--- config.mk ---
export PLATFORM = sky130hd
export DESIGN_NAME = i2c_reg_target
export DESIGN_NICKNAME = d
export VERILOG_FILES = /design/src/rtl/i2ct_pkg.sv /design/src/rtl/i2ct_bus_sync.sv /design/src/rtl/i2ct_ctrl.sv /design/src/rtl/i2ct_dpath.sv /design/src/rtl/i2c_reg_target.sv
export SDC_FILE = /design/constraint.sdc
export NUM_CORES = 1
export LEC_CHECK = 0
export BUFFER_PORTS_ARGS = -buffer_cell sky130_fd_sc_hd__buf_2
export CORE_ASPECT_RATIO = 1.5
export CORE_MARGIN = 2
export CORE_UTILIZATION = 57
export CTS_CLUSTER_SIZE = 10
export DETAILED_ROUTE_END_ITERATION = 10
export GPL_ROUTABILITY_DRIVEN = 0
export HOLD_SLACK_MARGIN = 0.06
export MAX_ROUTING_LAYER = met4
export PLACE_DENSITY = 0.79
export SYNTH_ARGS = -nofsm -noshare
export SYNTH_HDL_FRONTEND = slang
export SYNTH_SLANG_ARGS = --single-unit
--- constraint.sdc ---
create_clock -name clk -period 2.31 [get_ports clk]
set_input_delay 0.462 -clock clk [delete_from_list [all_inputs] [get_ports clk]]
set_output_delay 0.462 -clock clk [all_outputs]
set_load 0.03 [all_outputs]
--- src/rtl/i2ct_pkg.sv ---
package i2ct_pkg;
  localparam int BYTE_W = 8;
  localparam int CNT_W  = 4;

  typedef enum logic [2:0] {
    ST_IDLE,
    ST_ADDR,
    ST_ADDR_ACK,
    ST_WR_BYTE,
    ST_WR_ACK,
    ST_RD_BYTE,
    ST_RD_ACK,
    ST_IGNORE
  } tgtState_e;

  // strobes from control to datapath
  typedef struct packed {
    logic shiftIn;
    logic loadPtr;
    logic incPtr;
    logic clrPtr;
    logic writeReg;
    logic loadTx;
    logic shiftTx;
  } dpStrobe_t;
endpackage

--- src/rtl/i2ct_bus_sync.sv ---
module i2ct_bus_sync #(
  parameter int STAGES = 2
) (
  input  logic clk,
  input  logic rstN,
  input  logic sclIn,
  input  logic sdaIn,
  output logic sclSync,
  output logic sdaSync,
  output logic sclRise,
  output logic sclFall,
  output logic startDet,
  output logic stopDet
);
  logic [STAGES-1:0] sclQ, sdaQ;
  logic sclPrev, sdaPrev;

  always_ff @(posedge clk or negedge rstN) begin
    if (!rstN) begin
      sclQ    <= '1;
      sdaQ    <= '1;
      sclPrev <= 1'b1;
      sdaPrev <= 1'b1;
    end else begin
      sclQ    <= {sclQ[STAGES-2:0], sclIn};
      sdaQ    <= {sdaQ[STAGES-2:0], sdaIn};
      sclPrev <= sclQ[STAGES-1];
      sdaPrev <= sdaQ[STAGES-1];
    end
  end

  assign sclSync  = sclQ[STAGES-1];
  assign sdaSync  = sdaQ[STAGES-1];
  assign sclRise  = sclSync & ~sclPrev;
  assign sclFall  = ~sclSync & sclPrev;
  assign startDet = sclSync & sclPrev & sdaPrev & ~sdaSync;
  assign stopDet  = sclSync & sclPrev & ~sdaPrev & sdaSync;
endmodule

--- src/rtl/i2ct_ctrl.sv ---
module i2ct_ctrl
  import i2ct_pkg::*;
#(
  parameter logic [6:0] DEV_ADDR = 7'h2A
) (
  input  logic              clk,
  input  logic              rstN,
  input  logic              sdaSync,
  input  logic              sclRise,
  input  logic              sclFall,
  input  logic              startDet,
  input  logic              stopDet,
  input  logic [BYTE_W-1:0] rxByte,
  input  logic              txMsb,
  output dpStrobe_t         stb,
  output logic              sdaOe,
  output logic              ignoring
);
  localparam logic [CNT_W-1:0] FULL = CNT_W'(BYTE_W);

  tgtState_e        state, stateNxt;
  logic [CNT_W-1:0] bitCnt, cntNxt;
  logic busActive, busNxt;
  logic repStart, repNxt;
  logic rwBit, rwNxt;
  logic firstByte, firstNxt;
  logic masterAck, ackNxt;

  always_comb begin
    stb      = '0;
    stateNxt = state;
    cntNxt   = bitCnt;
    busNxt   = busActive;
    repNxt   = repStart;
    rwNxt    = rwBit;
    firstNxt = firstByte;
    ackNxt   = masterAck;
    if (stopDet) begin
      stateNxt = ST_IDLE;
      busNxt   = 1'b0;
    end else if (startDet) begin
      stateNxt = ST_ADDR;
      cntNxt   = '0;
      repNxt   = busActive;
      busNxt   = 1'b1;
    end else begin
      unique case (state)
        ST_ADDR: begin
          if (sclRise) begin
            stb.shiftIn = 1'b1;
            cntNxt      = bitCnt + 1'b1;
          end else if (sclFall && bitCnt == FULL) begin
            if (rxByte[BYTE_W-1:1] == DEV_ADDR) begin
              stateNxt   = ST_ADDR_ACK;
              rwNxt      = rxByte[0];
              stb.clrPtr = rxByte[0] & ~repStart;
            end else begin
              stateNxt = ST_IGNORE;
            end
          end
        end
        ST_ADDR_ACK: begin
          if (sclFall) begin
            cntNxt = '0;
            if (rwBit) begin
              stb.loadTx = 1'b1;
              stateNxt   = ST_RD_BYTE;
            end else begin
              firstNxt = 1'b1;
              stateNxt = ST_WR_BYTE;
            end
          end
        end
        ST_WR_BYTE: begin
          if (sclRise) begin
            stb.shiftIn = 1'b1;
            cntNxt      = bitCnt + 1'b1;
          end else if (sclFall && bitCnt == FULL) begin
            if (firstByte) begin
              stb.loadPtr = 1'b1;
            end else begin
              stb.writeReg = 1'b1;
              stb.incPtr   = 1'b1;
            end
            firstNxt = 1'b0;
            stateNxt = ST_WR_ACK;
          end
        end
        ST_WR_ACK: begin
          if (sclFall) begin
            cntNxt   = '0;
            stateNxt = ST_WR_BYTE;
          end
        end
        ST_RD_BYTE: begin
          if (sclRise) begin
            cntNxt = bitCnt + 1'b1;
          end else if (sclFall) begin
            if (bitCnt == FULL) begin
              stb.incPtr = 1'b1;
              stateNxt   = ST_RD_ACK;
            end else begin
              stb.shiftTx = 1'b1;
            end
          end
        end
        ST_RD_ACK: begin
          if (sclRise) begin
            ackNxt = ~sdaSync;
          end else if (sclFall) begin
            if (masterAck) begin
              stb.loadTx = 1'b1;
              cntNxt     = '0;
              stateNxt   = ST_RD_BYTE;
            end else begin
              stateNxt = ST_IGNORE;
            end
          end
        end
        default: ;
      endcase
    end
  end

  always_ff @(posedge clk or negedge rstN) begin
    if (!rstN) begin
      state     <= ST_IDLE;
      bitCnt    <= '0;
      busActive <= 1'b0;
      repStart  <= 1'b0;
      rwBit     <= 1'b0;
      firstByte <= 1'b0;
      masterAck <= 1'b0;
    end else begin
      state     <= stateNxt;
      bitCnt    <= cntNxt;
      busActive <= busNxt;
      repStart  <= repNxt;
      rwBit     <= rwNxt;
      firstByte <= firstNxt;
      masterAck <= ackNxt;
    end
  end

  assign sdaOe = (state == ST_ADDR_ACK) || (state == ST_WR_ACK) ||
                 ((state == ST_RD_BYTE) && !txMsb);
  assign ignoring = (state == ST_IGNORE);
endmodule

--- src/rtl/i2ct_dpath.sv ---
module i2ct_dpath
  import i2ct_pkg::*;
#(
  parameter logic [BYTE_W-1:0] MAX_REG = 8'hC7
) (
  input  logic              clk,
  input  logic              rstN,
  input  dpStrobe_t         stb,
  input  logic              sdaSync,
  input  logic [BYTE_W-1:0] regRdata,
  output logic [BYTE_W-1:0] rxByte,
  output logic              txMsb,
  output logic [BYTE_W-1:0] regRaddr,
  output logic              regWe,
  output logic [BYTE_W-1:0] regWaddr,
  output logic [BYTE_W-1:0] regWdata
);
  logic [BYTE_W-1:0] rxShift, txShift, ptr;
  logic ptrLegal;

  assign ptrLegal = (ptr <= MAX_REG);

  always_ff @(posedge clk or negedge rstN) begin
    if (!rstN) begin
      rxShift  <= '0;
      txShift  <= '1;
      ptr      <= '0;
      regWe    <= 1'b0;
      regWaddr <= '0;
      regWdata <= '0;
    end else begin
      regWe <= 1'b0;
      if (stb.shiftIn) rxShift <= {rxShift[BYTE_W-2:0], sdaSync};
      if (stb.loadTx)       txShift <= ptrLegal ? regRdata : '0;
      else if (stb.shiftTx) txShift <= {txShift[BYTE_W-2:0], 1'b1};
      if (stb.writeReg && ptrLegal) begin
        regWe    <= 1'b1;
        regWaddr <= ptr;
        regWdata <= rxShift;
      end
      if (stb.clrPtr)       ptr <= '0;
      else if (stb.loadPtr) ptr <= rxShift;
      else if (stb.incPtr)  ptr <= ptr + 1'b1;
    end
  end

  assign rxByte   = rxShift;
  assign txMsb    = txShift[BYTE_W-1];
  assign regRaddr = ptr;
endmodule

--- src/rtl/i2c_reg_target.sv ---
module i2c_reg_target
  import i2ct_pkg::*;
#(
  parameter logic [6:0]        DEV_ADDR    = 7'h2A,
  parameter logic [BYTE_W-1:0] MAX_REG     = 8'hC7,
  parameter int                SYNC_STAGES = 2
) (
  input  logic              clk,
  input  logic              rstN,
  input  logic              sclIn,
  input  logic              sdaIn,
  output logic              sdaOe,
  output logic              regWe,
  output logic [BYTE_W-1:0] regWaddr,
  output logic [BYTE_W-1:0] regWdata,
  output logic [BYTE_W-1:0] regRaddr,
  input  logic [BYTE_W-1:0] regRdata
);
  logic sclSync, sdaSync, sclRise, sclFall, startDet, stopDet;
  logic txMsb, ignoring;
  logic [BYTE_W-1:0] rxByte;
  dpStrobe_t stb;

  i2ct_bus_sync #(.STAGES(SYNC_STAGES)) u_sync (
    .clk(clk), .rstN(rstN), .sclIn(sclIn), .sdaIn(sdaIn),
    .sclSync(sclSync), .sdaSync(sdaSync), .sclRise(sclRise),
    .sclFall(sclFall), .startDet(startDet), .stopDet(stopDet)
  );

  i2ct_ctrl #(.DEV_ADDR(DEV_ADDR)) u_ctrl (
    .clk(clk), .rstN(rstN), .sdaSync(sdaSync), .sclRise(sclRise),
    .sclFall(sclFall), .startDet(startDet), .stopDet(stopDet),
    .rxByte(rxByte), .txMsb(txMsb), .stb(stb), .sdaOe(sdaOe),
    .ignoring(ignoring)
  );

  i2ct_dpath #(.MAX_REG(MAX_REG)) u_dpath (
    .clk(clk), .rstN(rstN), .stb(stb), .sdaSync(sdaSync),
    .regRdata(regRdata), .rxByte(rxByte), .txMsb(txMsb),
    .regRaddr(regRaddr), .regWe(regWe), .regWaddr(regWaddr),
    .regWdata(regWdata)
  );
endmodule

-- Yosys cells after proc, flatten, opt, wreduce, memory -nomap -nowiden
Cells that the tools add are included.
- shifts and indexed selects: 0
- multiplexer cells: 68
- reductions and logical operators: 21
- bitwise logic cells: 16
- multiply operators: 0
- equality and inequality tests: 28
- divide/modulo/power cells: 0
- add/sub/neg operators: 2
- $lt $le $gt $ge: 1
- operator list (operator ; count):
    $mux W8 ; 6
    $mux W3 ; 15
    $mux W1 ; 31
    $ne A4 B3 Y1 const B ; 7
    $mux W4 ; 6
    $pmux W3 S6 ; 1
    $ne A4 B4 Y1 const B ; 4
    $mux W7 ; 2
    $reduce_and A7 Y1 ; 2
    $pmux W4 S3 ; 1
    $reduce_and A12 Y1 ; 1
    $eq A3 B3 Y1 const B ; 3
    $add A8 B1 Y8 const B ; 1
    $and A1 B1 Y1 ; 8
    $le A8 B8 Y1 const B ; 1
    $not A1 Y1 ; 8
    $reduce_bool A8 Y1 ; 1
    $eq A7 B6 Y1 const B ; 1
    $eq A3 B2 Y1 const B ; 2
    $mux W2 ; 3
    $ne A3 B1 Y1 const B ; 2
    $ne A3 B2 Y1 const B ; 2
    $pmux W1 S2 ; 3
    $reduce_and A6 Y1 ; 1
    other kinds (16) ; 24
- memories: 0
- bits of input ports: 12
- logic and storage cells: 153
- register bits after elaboration: 59
- output and inout port bits: 26
- bits in read-only memories: 0
- latch bits: 0
- memory bits (writable): 0

-- Longest topological paths before layout
Gate-level depths: netlist of run 1.
- depth after elaboration: 11
- depth in mapped cells: 9
- mapped depth without buffers: 6

-- Hierarchy
Synthesis of run 1 repeated with hierarchy kept, for this count alone.
- cells, all modules: 250
- area total of the unflattened synthesis: 2846.5 um^2
- modules (own cells, without submodules) (module ; area an instance (um^2) ; instances ; cells an instance):
    i2ct_dpath ; 1775.5 ; 1 ; 135
    i2ct_ctrl ; 880.8 ; 1 ; 105
    i2ct_bus_sync ; 190.2 ; 1 ; 10

-- Least setup slack after synthesis of run 1
No wires, ideal clock.
- kind: register -> register
- start: reg u_ctrl.bitCnt[0]
- end: reg u_dpath.regWaddr[0]
- library setup time: 125 ps
- clock period less this slack: 2028 ps
- path buffers: 3
- arrival time: 1903 ps
- cell stages (with the launch flop): 10
- setup slack: 282 ps
- cell sequence: dfrtp_1 inv_1 ha_1 and3b_1 buf_6 nand2_2 or4_1 buf_6 buf_12 mux2_4
- longest elaborated chain between the ends: 8
- ends and longest elaborated chain (what ; RTL line ; text):
    start: declaration ; i2ct_ctrl.sv:22 ; logic [CNT_W-1:0] bitCnt, cntNxt;
    start signal: assignment ; i2ct_ctrl.sv:136 ; bitCnt <= cntNxt;
    $eq A4 B4 Y1 ; i2ct_ctrl.sv:78 ; end else if (sclFall && bitCnt == FULL) begin
    $logic_and A1 B1 Y1 ; i2ct_ctrl.sv:78 ;
    $mux W1 ; i2ct_ctrl.sv:78 ;
    $mux W1 ; i2ct_ctrl.sv:75 ; if (sclRise) begin
    $mux W1 ; i2ct_ctrl.sv:47 ; unique case (state)
    $mux W7 ; i2ct_ctrl.sv:41 ; end else if (startDet) begin
    $mux W7 ; i2ct_ctrl.sv:38 ; if (stopDet) begin
    $logic_and A1 B1 Y1 ; i2ct_dpath.sv:36 ; if (stb.writeReg && ptrLegal) begin
    end signal: assignment ; i2ct_dpath.sv:38 ; regWaddr <= ptr;
    end: declaration ; i2ct_dpath.sv:15 ; output logic [BYTE_W-1:0] regWaddr,
Every way passes these cells.
A chain may end at the register's enable or synchronous reset.

-- Final worst setup path of run 1
- start: reg u_ctrl.state[1]
- end: out sdaOe
- longest elaborated chain between the ends: 3
- elaborated cells between the ends (all ways): 6
- classes of those cells: eq/ne: 3; reduce/logical: 3
- ends and longest elaborated chain (what ; RTL line ; text):
    start: declaration ; i2ct_ctrl.sv:21 ; tgtState_e state, stateNxt;
    start signal: assignment ; i2ct_ctrl.sv:135 ; state <= stateNxt;
    $eq A3 B2 Y1 (tied with other cells) ; i2ct_ctrl.sv:145 ; assign sdaOe = (state == ST_ADDR_ACK) || (state == ST_WR_ACK) ||
    $logic_or A1 B1 Y1 / $logic_and A1 B1 Y1 (equally long branches) ; i2ct_ctrl.sv:145, i2ct_ctrl.sv:146 ;
    $logic_or A1 B1 Y1 (*) ; i2ct_ctrl.sv:145 ;
    end: declaration ; i2c_reg_target.sv:12 ; output logic sdaOe,
Mark *: on every way between the ends. The rest lies on a longest branch, timed or not.

==> results.json, run 1 <==
{
  "drtIter0Drc": 176,
  "crit_fanout": 12,
  "synth_top_area_share_pct": 38.1,
  "gr-usage-all-layers_pct": 24.6,
  "layout_commonest_cell": "dfrtp_1",
  "hold_viol": 0,
  "std_cell_rows": 32,
  "antenna_found_initial": 0,
  "ff2ff_setup_slack_ns": 0.20,
  "area_delta_synth_final_pct": 17.3,
  "cp_num_buf_inv": 2,
  "layout.cells.most_common_list": "dfrtp_1 (43), buf_2 (37), nand3_1 (16)",
  "relSlewSlack_pct": 43.8,
  "fp.dieW_um": 62.8,
  "synth_top_family_by_area": "simple AND/OR/NAND/NOR gates",
  "holdBufCountCts": 0,
  "start_kind": "register",
  "hp-class": "input pin to async pin",
  "rsz0062_at_grt": "no",
  "ctsHtreeMaxLevel": 3,
  "dpl-instance-area_mm2": 0.00325,
  "viasPerCell": 6.00,
  "cts.reportedPaths.clkPinSlew_ns": 0.07,
  "grt_max_degree": 37,
  "timing.rr.start": "u_ctrl.bitCnt[0]",
  "synthMuxAreaShare_pct": 14.5,
  "async_flop_share_pct": 100,
  "clock.fmax_mhz": 462,
  "overflow": 0,
  "outcome": "completed",
  "cts_max_path_buffers": 2,
  "hpwl_mm": 4.56,
  "drv_slew": 0,
  "grt_pass1_vias": 2252,
  "synth_area_leaders": "dfrtp_1 (38%), dfstp_2 (12%), mux2_2 (5.7%), mux2_4 (5.1%), mux2i_1 (3.7%)",
  "synth_ff_type": "dfrtp_1",
  "synth_area_leader_cell": "dfrtp_1",
  "initial_core_util_pct": 58.1,
  "tightest_slew_ns": 0.822,
  "cts_setup_buffers": 0,
  "finalNetCount": 317,
  "die_h_um": 92.2,
  "p_leak_nw": 1.61,
  "ys_types": 58,
  "insertion_delay_ns": 0.36,
  "wire_per_inst_um": 17.2,
  "antenna_left": 0,
  "crit_required_ns": 1.85,
  "drv_cap": 0,
  "cts_buffers": 9,
  "fin_setup_tns_ns": 0,
  "slowest_delay_ns": 0.48,
  "netlist_instances": 252,
  "pin_count": 38,
  "syn_avg_cell_area_um2": 11.7,
  "cp_cell_sequence": "buf_4, xor2_1, nand2_1, o21ai_0, buf_2",
  "synth_simple_gate_area_share_pct": 14.9,
  "clock_skew_ns": 0.00792,
  "drive_above_1_share_pct": 36.9,
  "yosys_warnings": 0,
  "crit_slowest_cell": "dfrtp_2",
  "grt_pass1_wl_mm": 10.4,
  "crit_start": "u_ctrl.state[1]",
  "path_class": "register to primary output",
  "synth.yosys.seq_area_share_pct": 50.5,
  "cp-end-kind": "primary output",
  "r2r_end": "u_dpath.regWaddr[1]",
  "dieArea_mm2": 0.00579,
  "ir_worst_vdd_mv": 0.594,
  "pwr_density_cell_mw_per_mm2": 1150,
  "min_period_ns": 2.17,
  "r2r_cells": 7,
  "cp.arrival_ns": 1.70,
  "crit_family": "flip-flops",
  "vias": 2245,
  "core_mm2": 0.00508,
  "portBuffers": 37,
  "cts_sinks": 59,
  "antennaDiodeCount": 0,
  "cts_resized": 0,
  "design_area_mm2": 0.00347,
  "synth_fp_nets": 267,
  "ys_ff_latch": 59,
  "finalCritPeriodShare_pct": 93.8,
  "first_pass_iters": 4,
  "wl_mm": 6.44,
  "synth_xor_area_share_pct": 1.18,
  "root_buffer": "clkbuf_8",
  "drc": 0,
  "setup_violations": 0,
  "synth-edff-count": 0,
  "synth_area_mm2": 0.00296,
  "synthAdderAreaFrac_pct": 1.27,
  "synth_compound_area_share_pct": 12.9,
  "cts_tree": "built"
}
-- state kept, by name (all words and copies together) (netlist names), 2 cells and up --
| name | count |
|---|---|
| u_ctrl.bitCnt | 4 |
| u_ctrl.state | 3 |
| u_dpath.regRaddr | 8 |
| u_dpath.regWaddr | 8 |
| u_dpath.regWdata | 8 |
| u_dpath.rxByte | 8 |
| u_dpath.txShift | 8 |
| u_sync.sclQ | 2 |
| u_sync.sdaQ | 2 |
-- worst max-delay path by stage --
stage | depth (start not counted) | end | slack, ns
2_1_floorplan | 9 | u_dpath.regWaddr[0] | 0.28
3_3_place_gp | 6 | u_dpath.regRaddr[4] | 0.10
3_5_place_dp | 6 | u_dpath.regRaddr[3] | 0.03
4_1_cts | 6 | u_dpath.regRaddr[4] | 0.02
5_1_grt | 5 | sdaOe | 0.07
6_report | 5 | sdaOe | 0.14
-- worst register-to-register path, delay by kind of cell (launching register included) --
family | cells | cell delay (ns)
and+or+nand+nor | 3 | 0.78
DFF | 1 | 0.42
muxes | 1 | 0.33
buffers and inverters | 2 | 0.30
adders and majority gates | 1 | 0.16
-- cell families (layout without fill, tap and decap cells) --
kind of cell | count (synthesis) | count (layout)
AO/OA/AOI/OAI | 50 | 50
XOR/XNOR | 4 | 4
adder cells (fa/ha/maj) | 3 | 3
buffers and inverters | 25 | 79
flip-flops | 59 | 59
multiplexers | 36 | 36
AND/OR/NAND/NOR | 75 | 75
-- stage by stage --
| stage | utilization [%] | std cells | hold WS, ns | power, mW | setup slack, ns |
|---|---|---|---|---|---|
| floorplan | - | 252 | 0.166 | 2.52 | 0.282 |
| global placement | 64.0 | 359 | 0.346 | 2.92 | 0.103 |
| detailed placement | 64.0 | 359 | 0.347 | 2.97 | 0.0339 |
| CTS | 68.1 | 374 | 0.109 | 3.98 | 0.0246 |
| global route | 68.2 | 374 | 0.136 | 4.19 | 0.0708 |
| finish | 68.2 | 374 | 0.0996 | 3.98 | 0.144 |
-- synthesized netlist by cell type (2+ instances only) --
cell and count:
o22ai_1 3, buf_2 5, nand3_1 16, a221oi_1 2, mux2_2 15, a31o_2 2, nand4_1 2, and3_1 2
nand2_1 14, a22o_1 2, nand3b_1 3, o31ai_1 2, o32ai_1 3, nor3b_1 3, inv_1 13, and3b_1 3
nor4_1 2, dfrtp_1 45, clkbuf_1 3, or4_1 2, xor2_1 2, nor3_1 4, mux2i_1 11, nor2_1 8
dfstp_2 14, nand2b_1 4, ha_1 3, nand4b_1 2, o2bb2ai_1 7, mux2_4 10, nor2b_1 3, a31oi_1 2
a311o_1 2, o21ai_0 11, xnor2_1 2, buf_6 3
-- routing by layer --
| metal | wire [um] | share of wire, % | vias up | global-route usage, % |
|---|---|---|---|---|
| li1 | - | - | 1038 | - |
| met1 | 2390 | 37 | 1123 | 24.0 |
| met2 | 3570 | 55 | 67 | 43.4 |
| met3 | 278 | 4.3 | 17 | 4.79 |
| met4 | 201 | 3.1 | 0 | 17.0 |
| met5 | 0 | 0 | - | - |
-- power by group --
group          internal (mW)  switching [mW]  leakage (nW)  total (mW)
clock                  0.599           0.402         0.106        1.00
sequential              1.30           0.273         0.736        1.57
combinational          0.590           0.817         0.767        1.41
total                   2.49            1.49          1.61        3.98
-- final cells by class --
class,count,area (um^2)
Timing Repair Buffer,51,303
Clock buffer,10,128
Sequential cell,59,1500
Clock inverter,5,78.8
Inverter,13,48.8
Multi-Input combinational cell,168,1330
Tap cell,68,85.1
Fill cell,394,1620
Note: power is estimated with default switching activity, not from simulation.
==> run 2, diff against run 1 <==
--- a/config.mk
+++ b/config.mk
@@ -7,8 +7,8 @@
 export LEC_CHECK = 0
-export BUFFER_PORTS_ARGS = -buffer_cell sky130_fd_sc_hd__buf_2
 export CORE_ASPECT_RATIO = 1.5
 export CORE_MARGIN = 2
-export CORE_UTILIZATION = 57
+export CORE_UTILIZATION = 62
 export CTS_CLUSTER_SIZE = 10
 export DETAILED_ROUTE_END_ITERATION = 10
+export DONT_BUFFER_PORTS = 1
 export GPL_ROUTABILITY_DRIVEN = 0
@@ -16,3 +16,3 @@
 export MAX_ROUTING_LAYER = met4
-export PLACE_DENSITY = 0.79
+export PLACE_DENSITY = 0.78
 export SYNTH_ARGS = -nofsm -noshare
==> constraint.sdc (replaced) <==
create_clock -name clk -period 2.31 [get_ports clk]
set_input_delay 0.231 -clock clk [delete_from_list [all_inputs] [get_ports clk]]
set_output_delay 0.231 -clock clk [all_outputs]
set_load 0.03 [all_outputs]
==> results.json, run 2 (same netlist as run 1, synthesis figures left out) <==
{
  "ir_worst_vdd_mv": 0.718,
  "dp_worst_setup_slack_ns": 0.0340,
  "die_h_um": 88.6,
  "rsz0062_at_grt": "no",
  "tightest_slew_ns": 0.585,
  "drv_cap": 0,
  "hp-start": "u_sync.sdaQ[0]",
  "design_area_mm2": 0.00345,
  "first_pass_iters": 4,
  "portBuffers": 0,
  "min_period_ns": 2.14,
  "std_cell_rows": 30,
  "antenna_left": 0,
  "outcome": "completed",
  "fp.dieW_um": 60.4,
  "cts_max_path_buffers": 2,
  "layout.cells.most_common_list": "dfrtp_1 (45), buf_4 (19), nand3_1 (16)",
  "finalNetCount": 297,
  "start_kind": "register",
  "crit_fanout": 16,
  "finalWorstSetupSlack_ns": 0.169,
  "vias": 2152,
  "power_mw": 3.93,
  "cts_setup_buffers": 0,
  "wire_per_inst_um": 18.1,
  "initial_core_util_pct": 65.1,
  "cts_buffers": 9,
  "hpwl_mm": 4.27,
  "grt_pass1_wl_mm": 10.4,
  "cts.reportedPaths.clkPinSlew_ns": 0.06,
  "r2r_end": "u_dpath.regWaddr[2]",
  "drive_above_1_share_pct": 27.9,
  "cts_tree": "built",
  "cp_num_buf_inv": 2,
  "drc": 0,
  "core_mm2": 0.00454,
  "path_class": "register to register",
  "insertion_delay_ns": 0.34,
  "gr-usage-all-layers_pct": 27.7,
  "fin_setup_tns_ns": 0,
  "root_buffer": "clkbuf_8",
  "grt_pass1_vias": 2259,
  "cts_sinks": 59,
  "p_leak_nw": 1.51,
  "cp-end-kind": "register",
  "hold_viol": 0,
  "drv_slew": 0,
  "wl_mm": 6.37,
  "layout_commonest_cell": "dfrtp_1",
  "ff2ff_setup_slack_ns": 0.17,
  "setup_violations": 0,
  "antenna_found_initial": 0,
  "drtIter0Drc": 114,
  "crit_slowest_cell": "dfrtp_1",
  "pin_count": 38,
  "finalCritPeriodShare_pct": 92.7,
  "crit_required_ns": 2.53,
  "timing.rr.start": "u_ctrl.bitCnt[0]",
  "clock.fmax_mhz": 467,
  "worstHoldPathCells": 0,
  "slowest_delay_ns": 0.42,
  "dieArea_mm2": 0.00535,
  "r2r_cells": 7,
  "worstHoldEndpoint": "u_sync.sdaQ[1]",
  "viasPerCell": 6.13,
  "overflow": 0,
  "ctsHtreeMaxLevel": 3,
  "cp_cell_sequence": "inv_1, ha_1, and3b_1, nand2_2, or4_1, buf_4, mux2_4",
  "clock_skew_ns": 0.00697,
  "area_delta_synth_final_pct": 16.7,
  "pwr_density_cell_mw_per_mm2": 1140,
  "antennaDiodeCount": 0,
  "hp-class": "register to register",
  "dpl-instance-area_mm2": 0.00309,
  "cp.arrival_ns": 2.36,
  "path_depth": 7,
  "grt_max_degree": 60,
  "relSlewSlack_pct": 60.0,
  "crit_family": "simple AND/OR/NAND/NOR gates"
}
[run 2: power breakdown]
group | internal [mW] | switching (mW) | leakage (nW)
registers | 1.29 | 0.367 | 0.738
logic | 0.548 | 0.699 | 0.665
clock network | 0.631 | 0.392 | 0.107
[run 2: final cells by class]
type | count | area (um^2)
Clock buffer | 11 | 141
Clock inverter | 5 | 76.3
Fill cell | 302 | 1090
Inverter | 13 | 48.8
Multi-Input combinational cell | 168 | 1330
Sequential cell | 59 | 1490
Tap cell | 64 | 80.1
Timing Repair Buffer | 31 | 280
[run 2: worst max path at each step]
stage | startpoint | slack, ns | end
floorplan | u_ctrl.bitCnt[0] | 0.28 | u_dpath.regWaddr[0]
global placement | u_ctrl.bitCnt[0] | 0.09 | u_dpath.regRaddr[4]
detailed placement | u_ctrl.bitCnt[0] | 0.03 | u_dpath.regRaddr[0]
CTS | u_ctrl.bitCnt[0] | 0.16 | u_dpath.regWaddr[2]
global route | u_ctrl.bitCnt[0] | 0.06 | u_dpath.regWaddr[7]
finish | u_ctrl.bitCnt[0] | 0.17 | u_dpath.regWaddr[2]
[run 2: worst register-to-register path, stage by stage (launching register included)]
cell and delay, ns:
dfrtp_1 0.42, inv_1 0.07, ha_1 0.15, and3b_1 0.33, nand2_2 0.08, or4_1 0.41, buf_4 0.24, mux2_4 0.33
[run 2: repair_timing]
action	CTS	global route
hold buffers	12	0
hold endpoints to repair	69	0
endpoints found under the setup margin	1	0
resized for setup	1	0
[run 2: metrics by stage]
| stage | hold slack, ns | cells | util (%) |
|---|---|---|---|
| floorplan | -0.0646 | 252 | - |
| global placement | -0.0634 | 323 | 68.0 |
| detailed placement | -0.0631 | 323 | 68.0 |
| CTS | 0.359 | 351 | 76.0 |
| global route | 0.364 | 351 | 76.0 |
| finish | 0.357 | 351 | 76.0 |
[run 2: routing by layer]
metal	vias up	share of wire (%)	global-route usage, %
met5	-	0	-
met4	0	4.8	17.2
met3	25	3.5	6.43
met2	61	53	46.4
met1	1061	38	28.5
li1	1005	-	-
